==> config.mk <==
export PLATFORM = sky130hd
export DESIGN_NAME = mcsr_trap_unit
export DESIGN_NICKNAME = d
export VERILOG_FILES = /design/src/rtl/mcsr_pkg.sv /design/src/rtl/mcsr_decode.sv /design/src/rtl/mcsr_irq_arb.sv /design/src/rtl/mcsr_vector.sv /design/src/rtl/mcsr_trap_unit.sv
export SDC_FILE = /design/constraint.sdc
export NUM_CORES = 1
export LEC_CHECK = 0
export BUFFER_PORTS_ARGS = -buffer_cell sky130_fd_sc_hd__buf_2
export CORE_UTILIZATION = 51
export CTS_CLUSTER_SIZE = 25
export DETAILED_ROUTE_END_ITERATION = 8
export HOLD_SLACK_MARGIN = 0.02
export PLACE_DENSITY_LB_ADDON = 0.2
export SYNTH_ARGS = -nofsm -noshare
export SYNTH_HDL_FRONTEND = slang
export SYNTH_SLANG_ARGS = --single-unit
export TNS_END_PERCENT = 10
==> constraint.sdc <==
create_clock -name clk -period 2.3 [get_ports clk]
set_input_delay 0.23 -clock clk [delete_from_list [all_inputs] [get_ports clk]]
set_output_delay 0.23 -clock clk [all_outputs]
set_load 0.02 [all_outputs]
==> src/rtl/mcsr_pkg.sv <==
package mcsr_pkg;

  localparam int unsigned XLEN    = 32;
  localparam int unsigned CODE_W  = 5;
  localparam int unsigned NUM_CSR = 13;
  localparam int unsigned IDX_W   = $clog2(NUM_CSR);
  localparam int unsigned NUM_IRQ = 3;

  typedef enum logic [1:0] {
    KIND_NONE  = 2'b00,
    KIND_WRITE = 2'b01,
    KIND_SET   = 2'b10,
    KIND_CLEAR = 2'b11
  } acc_kind_e;

  localparam logic [1:0] PRIV_USER = 2'b00;
  localparam logic [1:0] PRIV_MACH = 2'b11;

  localparam logic [IDX_W-1:0] IX_VENDOR  = 4'd0;
  localparam logic [IDX_W-1:0] IX_ARCH    = 4'd1;
  localparam logic [IDX_W-1:0] IX_IMPL    = 4'd2;
  localparam logic [IDX_W-1:0] IX_STATUS  = 4'd3;
  localparam logic [IDX_W-1:0] IX_ISA     = 4'd4;
  localparam logic [IDX_W-1:0] IX_IE      = 4'd5;
  localparam logic [IDX_W-1:0] IX_TVEC    = 4'd6;
  localparam logic [IDX_W-1:0] IX_STATUSH = 4'd7;
  localparam logic [IDX_W-1:0] IX_EPC     = 4'd8;
  localparam logic [IDX_W-1:0] IX_CAUSE   = 4'd9;
  localparam logic [IDX_W-1:0] IX_TVAL    = 4'd10;
  localparam logic [IDX_W-1:0] IX_IP      = 4'd11;
  localparam logic [IDX_W-1:0] IX_SCRATCH = 4'd12;

  // status field positions
  localparam int unsigned BIT_GIE  = 3;
  localparam int unsigned BIT_PGIE = 7;
  localparam int unsigned BIT_PPL  = 11;

  // interrupt line positions (code equals bit position)
  localparam int unsigned BIT_SOFT  = 3;
  localparam int unsigned BIT_TIMER = 7;
  localparam int unsigned BIT_EXT   = 11;

  localparam logic [XLEN-1:0] IE_MASK =
    (XLEN'(1) << BIT_SOFT) | (XLEN'(1) << BIT_TIMER) | (XLEN'(1) << BIT_EXT);

  function automatic logic [XLEN-1:0] apply_op(input acc_kind_e k,
                                               input logic [XLEN-1:0] old_v,
                                               input logic [XLEN-1:0] src);
    case (k)
      KIND_WRITE: return src;
      KIND_SET:   return old_v | src;
      KIND_CLEAR: return old_v & ~src;
      default:    return old_v;
    endcase
  endfunction

  function automatic logic is_read_only(input logic [IDX_W-1:0] ix);
    return (ix == IX_VENDOR) || (ix == IX_ARCH) || (ix == IX_IMPL) ||
           (ix == IX_ISA) || (ix == IX_IP);
  endfunction

  function automatic logic tval_kept(input logic [CODE_W-1:0] c);
    return (c == 5'd0) || (c == 5'd1) || (c == 5'd4) ||
           (c == 5'd5) || (c == 5'd6) || (c == 5'd7);
  endfunction

  function automatic logic [XLEN-1:0] vec_target(input logic [XLEN-1:0] tvec,
                                                 input logic is_irq,
                                                 input logic [CODE_W-1:0] code,
                                                 input int unsigned sh);
    logic [XLEN-1:0] base;
    base = {tvec[XLEN-1:2], 2'b00};
    if (tvec[1:0] == 2'b01 && is_irq) return base + (XLEN'(code) << sh);
    return base;
  endfunction

  function automatic logic [1:0] legal_ppl(input logic [1:0] v);
    return (v == PRIV_MACH) ? PRIV_MACH : PRIV_USER;
  endfunction

endpackage

==> src/rtl/mcsr_decode.sv <==
module mcsr_decode
  import mcsr_pkg::*;
(
  input  logic             clk,
  input  logic             rst_n,
  input  logic             acc_valid,
  input  logic [IDX_W-1:0] acc_idx,
  input  acc_kind_e        acc_kind,
  input  logic             src_zero,
  input  logic [1:0]       priv,
  output logic             acc_bad,
  output logic             wr_en
);
  logic exists, wants_write, ro;

  always_comb begin
    exists      = (acc_idx < IDX_W'(NUM_CSR));
    wants_write = (acc_kind == KIND_WRITE) || !src_zero;
    ro          = is_read_only(acc_idx);
    acc_bad     = acc_valid && ((acc_kind == KIND_NONE) || !exists ||
                                (priv != PRIV_MACH) || (wants_write && ro));
    wr_en       = acc_valid && !acc_bad && wants_write;
  end


  ro_guard_chk: assert property (@(posedge clk) disable iff (!rst_n)
    (acc_valid && is_read_only(acc_idx) && !src_zero) |-> !wr_en);


  user_guard_chk: assert property (@(posedge clk) disable iff (!rst_n)
    (acc_valid && priv == PRIV_USER) |-> (acc_bad && !wr_en));
endmodule

==> src/rtl/mcsr_irq_arb.sv <==
module mcsr_irq_arb
  import mcsr_pkg::*;
(
  input  logic               clk,
  input  logic               rst_n,
  input  logic [NUM_IRQ-1:0] irq_in,
  input  logic [XLEN-1:0]    ie,
  input  logic               gie,
  input  logic [1:0]         priv,
  output logic [XLEN-1:0]    pend_word,
  output logic               take,
  output logic [CODE_W-1:0]  cause
);
  logic [XLEN-1:0] armed;
  logic            gate_open;

  always_comb begin
    pend_word            = '0;
    pend_word[BIT_SOFT]  = irq_in[0];
    pend_word[BIT_TIMER] = irq_in[1];
    pend_word[BIT_EXT]   = irq_in[2];
    armed                = pend_word & ie;
    gate_open            = (priv == PRIV_USER) || gie;
    take                 = gate_open && (|armed);
    if (armed[BIT_EXT])        cause = CODE_W'(BIT_EXT);
    else if (armed[BIT_SOFT])  cause = CODE_W'(BIT_SOFT);
    else if (armed[BIT_TIMER]) cause = CODE_W'(BIT_TIMER);
    else                       cause = '0;
  end


  irq_masked_chk: assert property (@(posedge clk) disable iff (!rst_n)
    ((irq_in == '0) || ((pend_word & ie) == '0)) |-> !take);


  irq_cause_chk: assert property (@(posedge clk) disable iff (!rst_n)
    take |-> (ie[cause] && pend_word[cause]));
endmodule

==> src/rtl/mcsr_vector.sv <==
module mcsr_vector
  import mcsr_pkg::*;
#(
  parameter int unsigned STRIDE_LOG2 = 2
) (
  input  logic              clk,
  input  logic              rst_n,
  input  logic              fire,
  input  logic [XLEN-1:0]   tvec,
  input  logic              is_irq,
  input  logic [CODE_W-1:0] code,
  output logic [XLEN-1:0]   target
);
  always_comb target = vec_target(tvec, is_irq, code, STRIDE_LOG2);


  vec_align_chk: assert property (@(posedge clk) disable iff (!rst_n)
    fire |-> (target[1:0] == 2'b00));


  vec_base_chk: assert property (@(posedge clk) disable iff (!rst_n)
    (fire && (!is_irq || tvec[1:0] != 2'b01)) |-> (target[XLEN-1:2] == tvec[XLEN-1:2]));
endmodule

==> src/rtl/mcsr_trap_unit.sv <==
module mcsr_trap_unit
  import mcsr_pkg::*;
#(
  parameter logic [31:0] RESET_TVEC  = 32'h0000_0100,
  parameter logic [31:0] ISA_WORD    = 32'h4000_1100,
  parameter int unsigned STRIDE_LOG2 = 2
) (
  input  logic        clk,
  input  logic        rst_n,
  input  logic        acc_valid,
  input  logic [1:0]  acc_kind,
  input  logic [3:0]  acc_idx,
  input  logic        acc_use_imm,
  input  logic [31:0] acc_src,
  input  logic [4:0]  acc_uimm,
  output logic [31:0] acc_rdata,
  output logic        illegal,
  input  logic        trap_req,
  input  logic        trap_is_irq,
  input  logic [4:0]  trap_code,
  input  logic [31:0] trap_pc,
  input  logic [31:0] trap_tval,
  input  logic        ret_req,
  input  logic [2:0]  irq_in,
  output logic        irq_take,
  output logic [4:0]  irq_cause,
  output logic        redirect_valid,
  output logic [31:0] redirect_pc,
  output logic [1:0]  priv_mode
);
  logic [1:0]      priv_q, ppl_q;
  logic            gie_q, pgie_q;
  logic [XLEN-1:0] ie_q, tvec_q, epc_q, cause_q, tval_q, scratch_q;

  logic [XLEN-1:0] status_word, pend_word, rd_word, src_word, new_val, trap_target;
  logic            acc_bad, wr_en;
  logic            trap_fire, ret_fire, ret_bad, csr_fire;
  acc_kind_e       kind;

  always_comb begin
    kind        = acc_kind_e'(acc_kind);
    src_word    = acc_use_imm ? XLEN'(acc_uimm) : acc_src;
    status_word = '0;
    status_word[BIT_GIE]           = gie_q;
    status_word[BIT_PGIE]          = pgie_q;
    status_word[BIT_PPL+1:BIT_PPL] = ppl_q;
  end

  mcsr_decode u_decode (
    .clk      (clk),
    .rst_n    (rst_n),
    .acc_valid(acc_valid),
    .acc_idx  (acc_idx),
    .acc_kind (kind),
    .src_zero (src_word == '0),
    .priv     (priv_q),
    .acc_bad  (acc_bad),
    .wr_en    (wr_en)
  );

  mcsr_irq_arb u_irq (
    .clk      (clk),
    .rst_n    (rst_n),
    .irq_in   (irq_in),
    .ie       (ie_q),
    .gie      (gie_q),
    .priv     (priv_q),
    .pend_word(pend_word),
    .take     (irq_take),
    .cause    (irq_cause)
  );

  mcsr_vector #(.STRIDE_LOG2(STRIDE_LOG2)) u_vec (
    .clk   (clk),
    .rst_n (rst_n),
    .fire  (trap_req),
    .tvec  (tvec_q),
    .is_irq(trap_is_irq),
    .code  (trap_code),
    .target(trap_target)
  );

  // read side
  always_comb begin
    case (acc_idx)
      IX_STATUS:  rd_word = status_word;
      IX_ISA:     rd_word = ISA_WORD;
      IX_IE:      rd_word = ie_q;
      IX_TVEC:    rd_word = tvec_q;
      IX_EPC:     rd_word = epc_q;
      IX_CAUSE:   rd_word = cause_q;
      IX_TVAL:    rd_word = tval_q;
      IX_IP:      rd_word = pend_word;
      IX_SCRATCH: rd_word = scratch_q;
      default:    rd_word = '0;
    endcase
    new_val = apply_op(kind, rd_word, src_word);
  end

  // event wires
  always_comb begin
    trap_fire      = trap_req;
    ret_fire       = ret_req && !trap_req && (priv_q == PRIV_MACH);
    ret_bad        = ret_req && !trap_req && (priv_q != PRIV_MACH);
    csr_fire       = wr_en && !trap_req && !ret_req;
    illegal        = acc_bad || ret_bad;
    redirect_valid = trap_fire || ret_fire;
    redirect_pc    = trap_fire ? trap_target : epc_q;
    acc_rdata      = rd_word;
    priv_mode      = priv_q;
  end

  always_ff @(posedge clk) begin
    if (!rst_n) begin
      priv_q    <= PRIV_MACH;
      ppl_q     <= PRIV_USER;
      gie_q     <= 1'b0;
      pgie_q    <= 1'b0;
      ie_q      <= '0;
      tvec_q    <= RESET_TVEC;
      epc_q     <= '0;
      cause_q   <= '0;
      tval_q    <= '0;
      scratch_q <= '0;
    end else if (trap_fire) begin
      epc_q   <= {trap_pc[XLEN-1:2], 2'b00};
      cause_q <= {trap_is_irq, {(XLEN-1-CODE_W){1'b0}}, trap_code};
      tval_q  <= (!trap_is_irq && tval_kept(trap_code)) ? trap_tval : '0;
      pgie_q  <= gie_q;
      gie_q   <= 1'b0;
      ppl_q   <= priv_q;
      priv_q  <= PRIV_MACH;
    end else if (ret_fire) begin
      priv_q <= ppl_q;
      gie_q  <= pgie_q;
      pgie_q <= 1'b1;
      ppl_q  <= PRIV_USER;
    end else if (csr_fire) begin
      case (acc_idx)
        IX_STATUS: begin
          gie_q  <= new_val[BIT_GIE];
          pgie_q <= new_val[BIT_PGIE];
          ppl_q  <= legal_ppl(new_val[BIT_PPL+1:BIT_PPL]);
        end
        IX_IE:      ie_q      <= new_val & IE_MASK;
        IX_TVEC:    tvec_q    <= {new_val[XLEN-1:2], (new_val[1:0] == 2'b01) ? 2'b01 : 2'b00};
        IX_EPC:     epc_q     <= {new_val[XLEN-1:2], 2'b00};
        IX_CAUSE:   cause_q   <= new_val;
        IX_TVAL:    tval_q    <= new_val;
        IX_SCRATCH: scratch_q <= new_val;
        default: ;
      endcase
    end
  end


  trap_enter_chk: assert property (@(posedge clk) disable iff (!rst_n)
    trap_req |=> (priv_q == PRIV_MACH && !gie_q && pgie_q == $past(gie_q) && ppl_q == $past(priv_q)));


  ret_restore_chk: assert property (@(posedge clk) disable iff (!rst_n)
    ret_fire |=> (priv_q == $past(ppl_q) && gie_q == $past(pgie_q) && pgie_q && ppl_q == PRIV_USER));


  user_still_chk: assert property (@(posedge clk) disable iff (!rst_n)
    (acc_valid && priv_q == PRIV_USER && !trap_req && !ret_req) |=>
      ($stable(scratch_q) && $stable(tvec_q) && $stable(ie_q) && $stable(epc_q)));


  id_zero_chk: assert property (@(posedge clk) disable iff (!rst_n)
    (acc_valid && (acc_idx <= IX_IMPL || acc_idx == IX_STATUSH)) |-> (acc_rdata == '0));


  trap_wins_chk: assert property (@(posedge clk) disable iff (!rst_n)
    trap_req |=> ($stable(scratch_q) && $stable(ie_q) && $stable(tvec_q)));


  ret_user_chk: assert property (@(posedge clk) disable iff (!rst_n)
    ret_bad |-> (!redirect_valid && illegal));
endmodule

## After elaboration in Yosys (flattened, before gate mapping)

Index checks and enable logic that the tools add are counted.

- Add/sub/neg operators: 1
- Order comparisons: 1
- Eq/ne operators: 25
- Mux-type cells: 36
- Bitwise gates (word level): 7
- Reduce and logical (&&, ||, !) cells: 58

Operators with widths:

| operator | count |
|---|---|
| $mux W32 | 17 |
| $pmux W32 S9 | 1 |
| $pmux W32 S3 | 1 |
| $add A32 B7 Y32 | 1 |
| $and A32 B32 Y32 | 1 |
| $logic_not A32 Y1 | 1 |
| $not A32 Y32 | 1 |
| $or A32 B32 Y32 | 1 |
| $reduce_or A32 Y1 | 1 |
| $eq A4 B4 Y1 const B | 5 |
| $eq A5 B3 Y1 const B | 4 |
| $logic_or A1 B1 Y1 | 16 |
| $and A12 B12 Y12 | 1 |
| $eq A4 B3 Y1 const B | 3 |
| $logic_and A1 B1 Y1 | 12 |
| $reduce_and A3 Y1 | 4 |
| $reduce_and A4 Y1 | 3 |
| $reduce_bool A2 Y1 | 6 |
| $mux W2 | 5 |
| $mux W5 | 2 |
| $mux W1 | 9 |
| $eq A2 B2 Y1 const B | 4 |
| $eq A4 B2 Y1 const B | 2 |
| $eq A2 B1 Y1 const B | 3 |
| other kinds (13) | 24 |

- Register bits after elaboration: 167
- Input port bits: 122
- Output and inout port bits: 74
- Logic and storage cells: 139

## Longest topological paths before layout

Gate-level depths: netlist (run 1).

- Word-level depth: 16
- Mapped depth: 10
- Depth with buffers taken out: 9

## Cells and area by module

From an unflattened synthesis (run 1), not the netlist that was laid out.

- Cell total of the unflattened synthesis: 1310
- Area total of the unflattened synthesis: 10881.7 um2

Modules (own cells, without submodules):

| module | times used | cells an instance | area each (um2) | seq. area each (um2) |
|---|---|---|---|---|
| mcsr_trap_unit | 1 | 1152 | 9754.4 | 3323.2 |
| mcsr_vector | 1 | 106 | 744.5 | 0.0 |
| mcsr_irq_arb | 1 | 42 | 305.3 | 0.0 |
| mcsr_decode | 1 | 10 | 77.6 | 0.0 |

## Worst setup path before layout (run 1)

No wires, ideal clock.

- Path kind: register to output
- From: register tvec_q[2]
- To: output redirect_pc[12]
- Arrival: 2.437 ns
- Data required time: 2.070 ns
- Path slack: -0.367 ns
- Cell stages (with the launch flop): 11
- Path buffers: 1
- Cells stage by stage: dfxtp_1 -> ha_1 -> inv_1 -> fa_1 -> nor2b_1 -> o21ai_0 -> a21boi_0 -> clkbuf_1 -> o21ai_0 -> xor2_1 -> a21oi_1

- Word-level cells in the longest chain between the ends: 4

Ends and longest elaborated chain:

| what | line | source |
|---|---|---|
| from (decl) | mcsr_trap_unit.sv:33 | `logic [XLEN-1:0] ie_q, tvec_q, epc_q, cause_q, tval_q, scratch_q;` |
| from (signal assigned) | mcsr_trap_unit.sv:146 | `IX_TVEC: tvec_q <= {new_val[XLEN-1:2], (new_val[1:0] == 2'b01) ? 2'b01 : 2'b00};` |
| $add A32 B7 Y32 | mcsr_pkg.sv:73 | `if (tvec[1:0] == 2'b01 && is_irq) return base + (XLEN'(code) << sh);` |
| $mux W32 | mcsr_pkg.sv:73 |  |
| $mux W32 | mcsr_pkg.sv:74 | `return base;` |
| $mux W32 | mcsr_trap_unit.sv:108 | `redirect_pc = trap_fire ? trap_target : epc_q;` |
| to (decl) | mcsr_trap_unit.sv:28 | `output logic [31:0] redirect_pc,` |

No other way between the ends. The select of a mux whose other input is x is not followed.

## Final worst setup path (run 1)

- From: register tvec_q[2]
- To: output redirect_pc[20]

The elaborated chain is that of the path after synthesis.

==> flow_metrics.tcl, run 1 <==
set metrics [dict create \
    std_cell_rows 52 \
    crit_top_cell "buf_4" \
    seqPwrFrac_pct 41.5 \
    grt_usage_pct 39.6 \
    pwr-share-clk_pct 38.0 \
    worst-path-max-fanout 6 \
    worst_slew_pin_slew_ns 0.866 \
    crit_chain "ha_4 -> inv_2 -> fa_2 -> nor2b_4 -> o21ai_2 -> a21boi_2 -> buf_4 -> clkbuf_16 -> o211ai_1 -> xor2_1 -> a21oi_2 -> buf_4" \
    ys_seq_elements 166 \
    swShare_pct 31.5 \
    p_int_mw 4.99 \
    grt_pass1_wl_um 65100 \
    ys_types 79 \
    htree_levels 4 \
    critPathArrivalTime_ns 2.64 \
    min_from "trap_pc[3]" \
    clock-sinks 166 \
    finalHoldViolCount 0 \
    finalMaxSlewViolations 0 \
    dieArea_sq_um 21200 \
    max_freq_mhz 348 \
    postCtsHoldBufs 0 \
    synth-edff-count 0 \
    viasPerCell 6.45 \
    synth_area_leaders "dfxtp_1, a21oi_1, nand2_1, a22oi_1, o21ai_0" \
    grt-ovfl-total 0 \
    clock_latency_ns 0.44 \
    critPathLaunch "tvec_q[2]$_SDFFE_PN0P_" \
    yosysTopAreaCell "dfxtp_1" \
    first_iter_violations 1470 \
    drc_errors 0 \
    cts_max_path_buffers 2 \
    netlist_area_sq_um 10500 \
    p_sw_mw 2.30 \
    netlist_instances 1365 \
    die_y_um 146 \
    grt_pass1_vias 11800 \
    cts_tree "done" \
    violations "setup timing" \
    n_antenna_cell 0 \
    crit_buf_inv 4 \
    layout_min_cycle_time_ns 2.87 \
    ys_top_cells_by_count "nand2_1, dfxtp_1, a21oi_1, clkbuf_1, nor2_1" \
    place_hpwl_um 30200 \
    slowest_delay_ns 0.38 \
    fin_nets 1771 \
    hold_class "input port to flip-flop" \
    routed_wl_um 42600 \
    critPathLaunchType "flip-flop" \
    status "finished, violations left" \
    cap_viol_max_count 0 \
    io_buffers 190 \
    async_flop_share_pct 0 \
    wire_per_inst_um 22.1 \
    setup_slack_ns -0.573 \
    vdd_drop_max_mv 0.431 \
    synth_top_area_share_pct 31.6 \
    relSlewSlack_pct 42.1 \
    cts_made_buffers 17 \
    clk_pin_slew_ns 0.07 \
    synth_flop_cell "dfxtp_1" \
    ctsRootBufferMaster "clkbuf_16" \
    gp_congestion 0.971 \
    crit_path_end_kind "primary output" \
    pwr-share-comb_pct 20.5 \
    power.density_nw_per_um2 525 \
    fin_crit_sh_pct 125 \
    via_count 12400 \
    post-place-ws_ns -0.170 \
    final_util_pct 68.7 \
    layout-drive-gt1-share_pct 29.5 \
    grt_setup_unrepaired "true" \
    yosysMostFrequentCell "nand2_1" \
    dp_cells 1885 \
    grt_max_degree 123 \
    cpMaxStageDelayCell "fa_2" \
    start_util_pct 52.0 \
    antenna_found_initial 0 \
    dr.pass1.iters 9 \
    p_leak_nw 5.49 \
    ant_nets 0 \
    timing.rr.start "priv_mode[0]$_SDFFE_PP1P_" \
    die_x_um 146 \
    fin_cells 1926 \
    crit_required_ns 2.07 \
    area_delta_synth_final_pct 32.1 \
    io_pins 196 \
    synth.yosys.warnings 0 \
    final.setup_skew_ns 0.0121 \
    core_sq_um 20200 \
    setup_viol 36 \
    cpLargestDelayFamily "buffers and inverters" \
    worstSetupPathType "flip-flop to primary output" \
    avgSynthCellArea_sq_um 7.71 \
    seq_area_frac_synth_pct 31.6 \
]
==> sequential cells by signal, indices dropped and copies added (netlist names) <==
signal and count:
scratch_q 32, ppl_q 2, epc_q 30, tvec_q 31, pgie_q 1, tval_q 32, cause_q 32, gie_q 1
ie_q 3, priv_mode 2
==> repair_timing <==
action	in CTS	in global routing
setup endpoints to repair	37	89
endpoints found under the hold margin	0	0
cloned	1	0
pin swaps	20	16
gates resized for setup	36	26
setup buffers	6	3
==> routing by layer <==
layer | GRT usage, % | vias to the layer above | part of all wire [%]
met2 | 63.7 | 922 | 46
met3 | 6.93 | 213 | 11
met1 | 49.1 | 5756 | 37
li1 | - | 5527 | -
met4 | 25.3 | 0 | 6.1
met5 | 0 | - | 0
==> layout make-up <==
class                           instances  area, sq um
Clock inverter                         14          116
Multi-Input combinational cell       1060         6820
Fill cell                            1688         6330
Inverter                               12         45.0
Clock buffer                           18          429
Tap cell                              270          338
Sequential cell                       166         3330
Timing Repair Buffer                  386         2830
==> path summary, 6_finish.rpt <==
check,end,slack [ns],cells after the start
max,redirect_pc[20],-0.57,12
min,epc_q[3]$_SDFFE_PN0P_,0.05,3
max reg2reg,epc_q[19]$_SDFFE_PN0P_,-0.04,8
min reg2reg,scratch_q[12]$_SDFFE_PN0P_,0.45,2
==> layout by cell type, fill, tap and decap left out, types with 24 or more instances in the layout <==
master and instances:
xor2_1 26, buf_2 167, nand2_1 187, a22oi_1 58, and2_1 24, o21ai_0 69
nor2b_1 37, nand3_1 42, xnor2_1 33, a211oi_1 24, mux2i_1 33, nor3_1 30
nor2_1 75, a2bb2oi_1 28, o211ai_1 27, dfxtp_1 164, buf_4 185, a21oi_1 147
o31ai_1 33
==> logic make-up after synthesis <==
| logic type | share of synthesized area [%] |
|---|---|
| multiplexers | 4.32 |
| adder cells (fa/ha/maj) | 0.785 |
| buffers and inverters | 5.86 |
| XOR/XNOR | 4.99 |
| other | 0.0356 |
| AO/OA/AOI/OAI | 29.9 |
| AND/OR/NAND/NOR | 22.5 |
| flip-flops | 31.6 |
==> worst reg2reg max path: stages (launching register included) <==
cell,delay [ns]
dfxtp_1,0.36
o211ai_1,0.12
buf_4,0.17
nor4b_4,0.51
nand3_1,0.22
a31oi_4,0.33
buf_12,0.22
nor3_1,0.07
a211oi_1,0.26
==> power by group through the flow <==
stage                     clock [mW]  combinational (mW)  sequential, mW
final                           2.77                1.49            3.03
after global routing            2.86                1.57            3.03
after CTS                       2.76                1.44            3.02
after detailed placement           0                1.42            3.09
after global placement             0                1.40            3.09
after floorplan                    0               0.792            3.07
==> per-stage QoR <==
stage          hold WS [ns]  area [sq um]  total power [mW]  TNS [ns]
4_1_cts              0.0498         13800              7.22    -10.19
5_1_grt              0.0711         13900              7.47    -14.45
2_1_floorplan         0.383         10600              3.86         0
3_3_place_gp          0.434         13000              4.49     -4.03
3_5_place_dp          0.440         13000              4.51     -9.04
6_report             0.0500         13900              7.29    -10.88
(Power assumes the default switching activity.)
==> run 2, diff against run 1 <==
Settings changed: CORE_UTILIZATION 51 to 57, GPL_ROUTABILITY_DRIVEN set to 0.
Clock period 2.3 ns to 3.3 ns, I/O delays scaled along.
==> run 2 against run 1 <==
The flow now finishes without violations. Clock power decreased by 24%. Sequential share of layout area is 2.7 points higher. Power fell by 30%. Wire length shrank 6.5%. Sequential power fell by 30%. Global-route usage grew 1.5 points. Clock skew shrank 0.0029 ns. Combinational power is 39% lower. Final area fell by 10%. Worst hold slack gained 0.10 ns. Count of clock-buffer cells in the layout increased by 2. Via count is 4.2% lower. Largest power group unchanged.
==> flow_metrics.tcl, run 2 (synthesis results as in run 1) <==
set metrics [dict create \
    cts_max_path_buffers 2 \
    worstSetupPathType "flip-flop to primary output" \
    layout-drive-gt1-share_pct 22.0 \
    max_freq_mhz 312 \
    htree_levels 4 \
    std_cell_rows 49 \
    antenna_found_initial 0 \
    area_delta_synth_final_pct 18.8 \
    nFillCells 1522 \
    final_cell_mix "nand2_1, buf_2, dfxtp_1" \
    fin_nets 1647 \
    final.setup_skew_ns 0.00922 \
    start_util_pct 58.4 \
    worst-path-max-fanout 7 \
    status "finished clean" \
    relSlewSlack_pct 19.6 \
    power.density_nw_per_um2 410 \
    finalPower_mw 5.13 \
    grt_pass1_wl_um 58600 \
    first_iter_violations 1547 \
    hold_class "input port to flip-flop" \
    via_count 11900 \
    grt_max_degree 97 \
    grt_usage_pct 41.0 \
    cpLargestDelayFamily "compound AO/OA/AOI/OAI gates" \
    layout_min_cycle_time_ns 3.21 \
    vdd_drop_max_mv 0.353 \
    p_leak_nw 4.78 \
    dieArea_sq_um 19000 \
    finalHoldViolCount 0 \
    core_sq_um 18000 \
    die_x_um 138 \
    clk_pin_slew_ns 0.07 \
    ctsRootBufferMaster "clkbuf_16" \
    io_buffers 190 \
    critPathLaunchType "flip-flop" \
    cap_viol_max_count 0 \
    viasPerCell 6.77 \
    slowest_delay_ns 0.40 \
    grt-ovfl-total 0 \
    n_antenna_cell 0 \
    wire_per_inst_um 22.6 \
    clock_latency_ns 0.44 \
    io_pins 196 \
    crit_chain "ha_1 -> inv_1 -> fa_1 -> nor2b_1 -> o21ai_1 -> a21boi_2 -> buf_6 -> o211ai_1 -> xor2_1 -> a21oi_2 -> buf_4" \
    final_common_cell "nand2_1" \
    tns_ns 0 \
    reg_top3 "cause_q x32, scratch_q x32, tval_q x32" \
    ant_nets 0 \
    finalMaxSlewViolations 0 \
    postCtsHoldBufs 0 \
    drc_errors 0 \
    place_hpwl_um 26600 \
    cpMaxStageDelayCell "fa_1" \
    die_y_um 138 \
    critPathArrivalTime_ns 2.88 \
    crit_path_end_kind "primary output" \
    holdWs_ns 0.150 \
    grt_pass1_vias 10400 \
    dr.pass1.iters 6 \
    crit_buf_inv 3 \
    worst_slew_pin_slew_ns 1.20 \
    setup_viol 0 \
    routed_wl_um 39800 \
    clock-sinks 166 \
    cts_made_buffers 17 \
    cts_tree "done" \
    post_cts_buffers 0 \
    fin_crit_sh_pct 97.3 \
    crit_required_ns 2.97 \
]
run 2: changes by cell type in the layout (fill, tap and decap cells not counted), sizes merged:
cell,previous run,this run
buf,385,261
clkinvlp,3,1
clkbuf,19,21
inv,18,13
bufinv,0,3
run 2: repair_timing:
action                                  in CTS  in global routing
gates resized for setup                      0                 13
endpoints found under the hold margin        0                  0
endpoints found under the setup margin       0                 10
run 2: area by class of cell:
class / count / area, sq um / area share, %
clock buffers: 20 / 467 / 3.73
clock inverters: 10 / 146 / 1.17
inverters: 12 / 45.0 / 0.360
multi-input cells: 1060 / 6650 / 53.2
flip-flops and latches: 166 / 3320 / 26.6
well taps: 229 / 287 / 2.29
repair buffers: 262 / 1580 / 12.6
run 2: power breakdown:
part           internal (mW)  total, mW  switching [mW]
combinational          0.337      0.910           0.573
clock                   1.25       2.11           0.865
sequential              2.06       2.11          0.0435
total                   3.65       5.13            1.48
run 2: worst paths after layout:
path	startpoint	endpoint	slack, ns	cells past startpoint
min reg2reg	scratch_q[30]$_SDFFE_PN0P_	scratch_q[30]$_SDFFE_PN0P_	0.45	2
max reg2reg	priv_mode[1]$_SDFFE_PP1P_	ie_q[3]$_SDFFE_PN0P_	0.40	6
max	tvec_q[2]$_SDFFE_PN0P_	redirect_pc[30]	0.09	11
min	trap_pc[3]	epc_q[3]$_SDFFE_PN0P_	0.15	3
run 2: through the flow:
| stage | util, % | cell area (sq um) | std cells | worst slack (ns) |
|---|---|---|---|---|
| after floorplan | - | 10500 | 1367 | 0.533 |
| after global placement | 65.8 | 11900 | 1728 | 0.475 |
| after detailed placement | 65.8 | 11900 | 1728 | 0.424 |
| after CTS | 69.2 | 12500 | 1758 | 0.0100 |
| after global routing | 69.4 | 12500 | 1759 | -0.00721 |
| final | 69.4 | 12500 | 1759 | 0.0906 |
run 2: worst reg2reg max path, cell delays in order (launching register included):
cell and delay, ns:
dfxtp_1 0.35, o211ai_1 0.19, or4b_4 0.62, a211oi_4 0.99, buf_4 0.38, nand4b_1 0.12
a21oi_1 0.18
run 2: layer usage:
| metal | part of all wire [%] | track usage, % | up-vias |
|---|---|---|---|
| met5 | 0 | 0 | - |
| met4 | 6.1 | 25.1 | 0 |
| met3 | 12 | 8.59 | 195 |
| met2 | 44 | 64.3 | 898 |
| met1 | 38 | 51.5 | 5511 |
| li1 | - | - | 5298 |
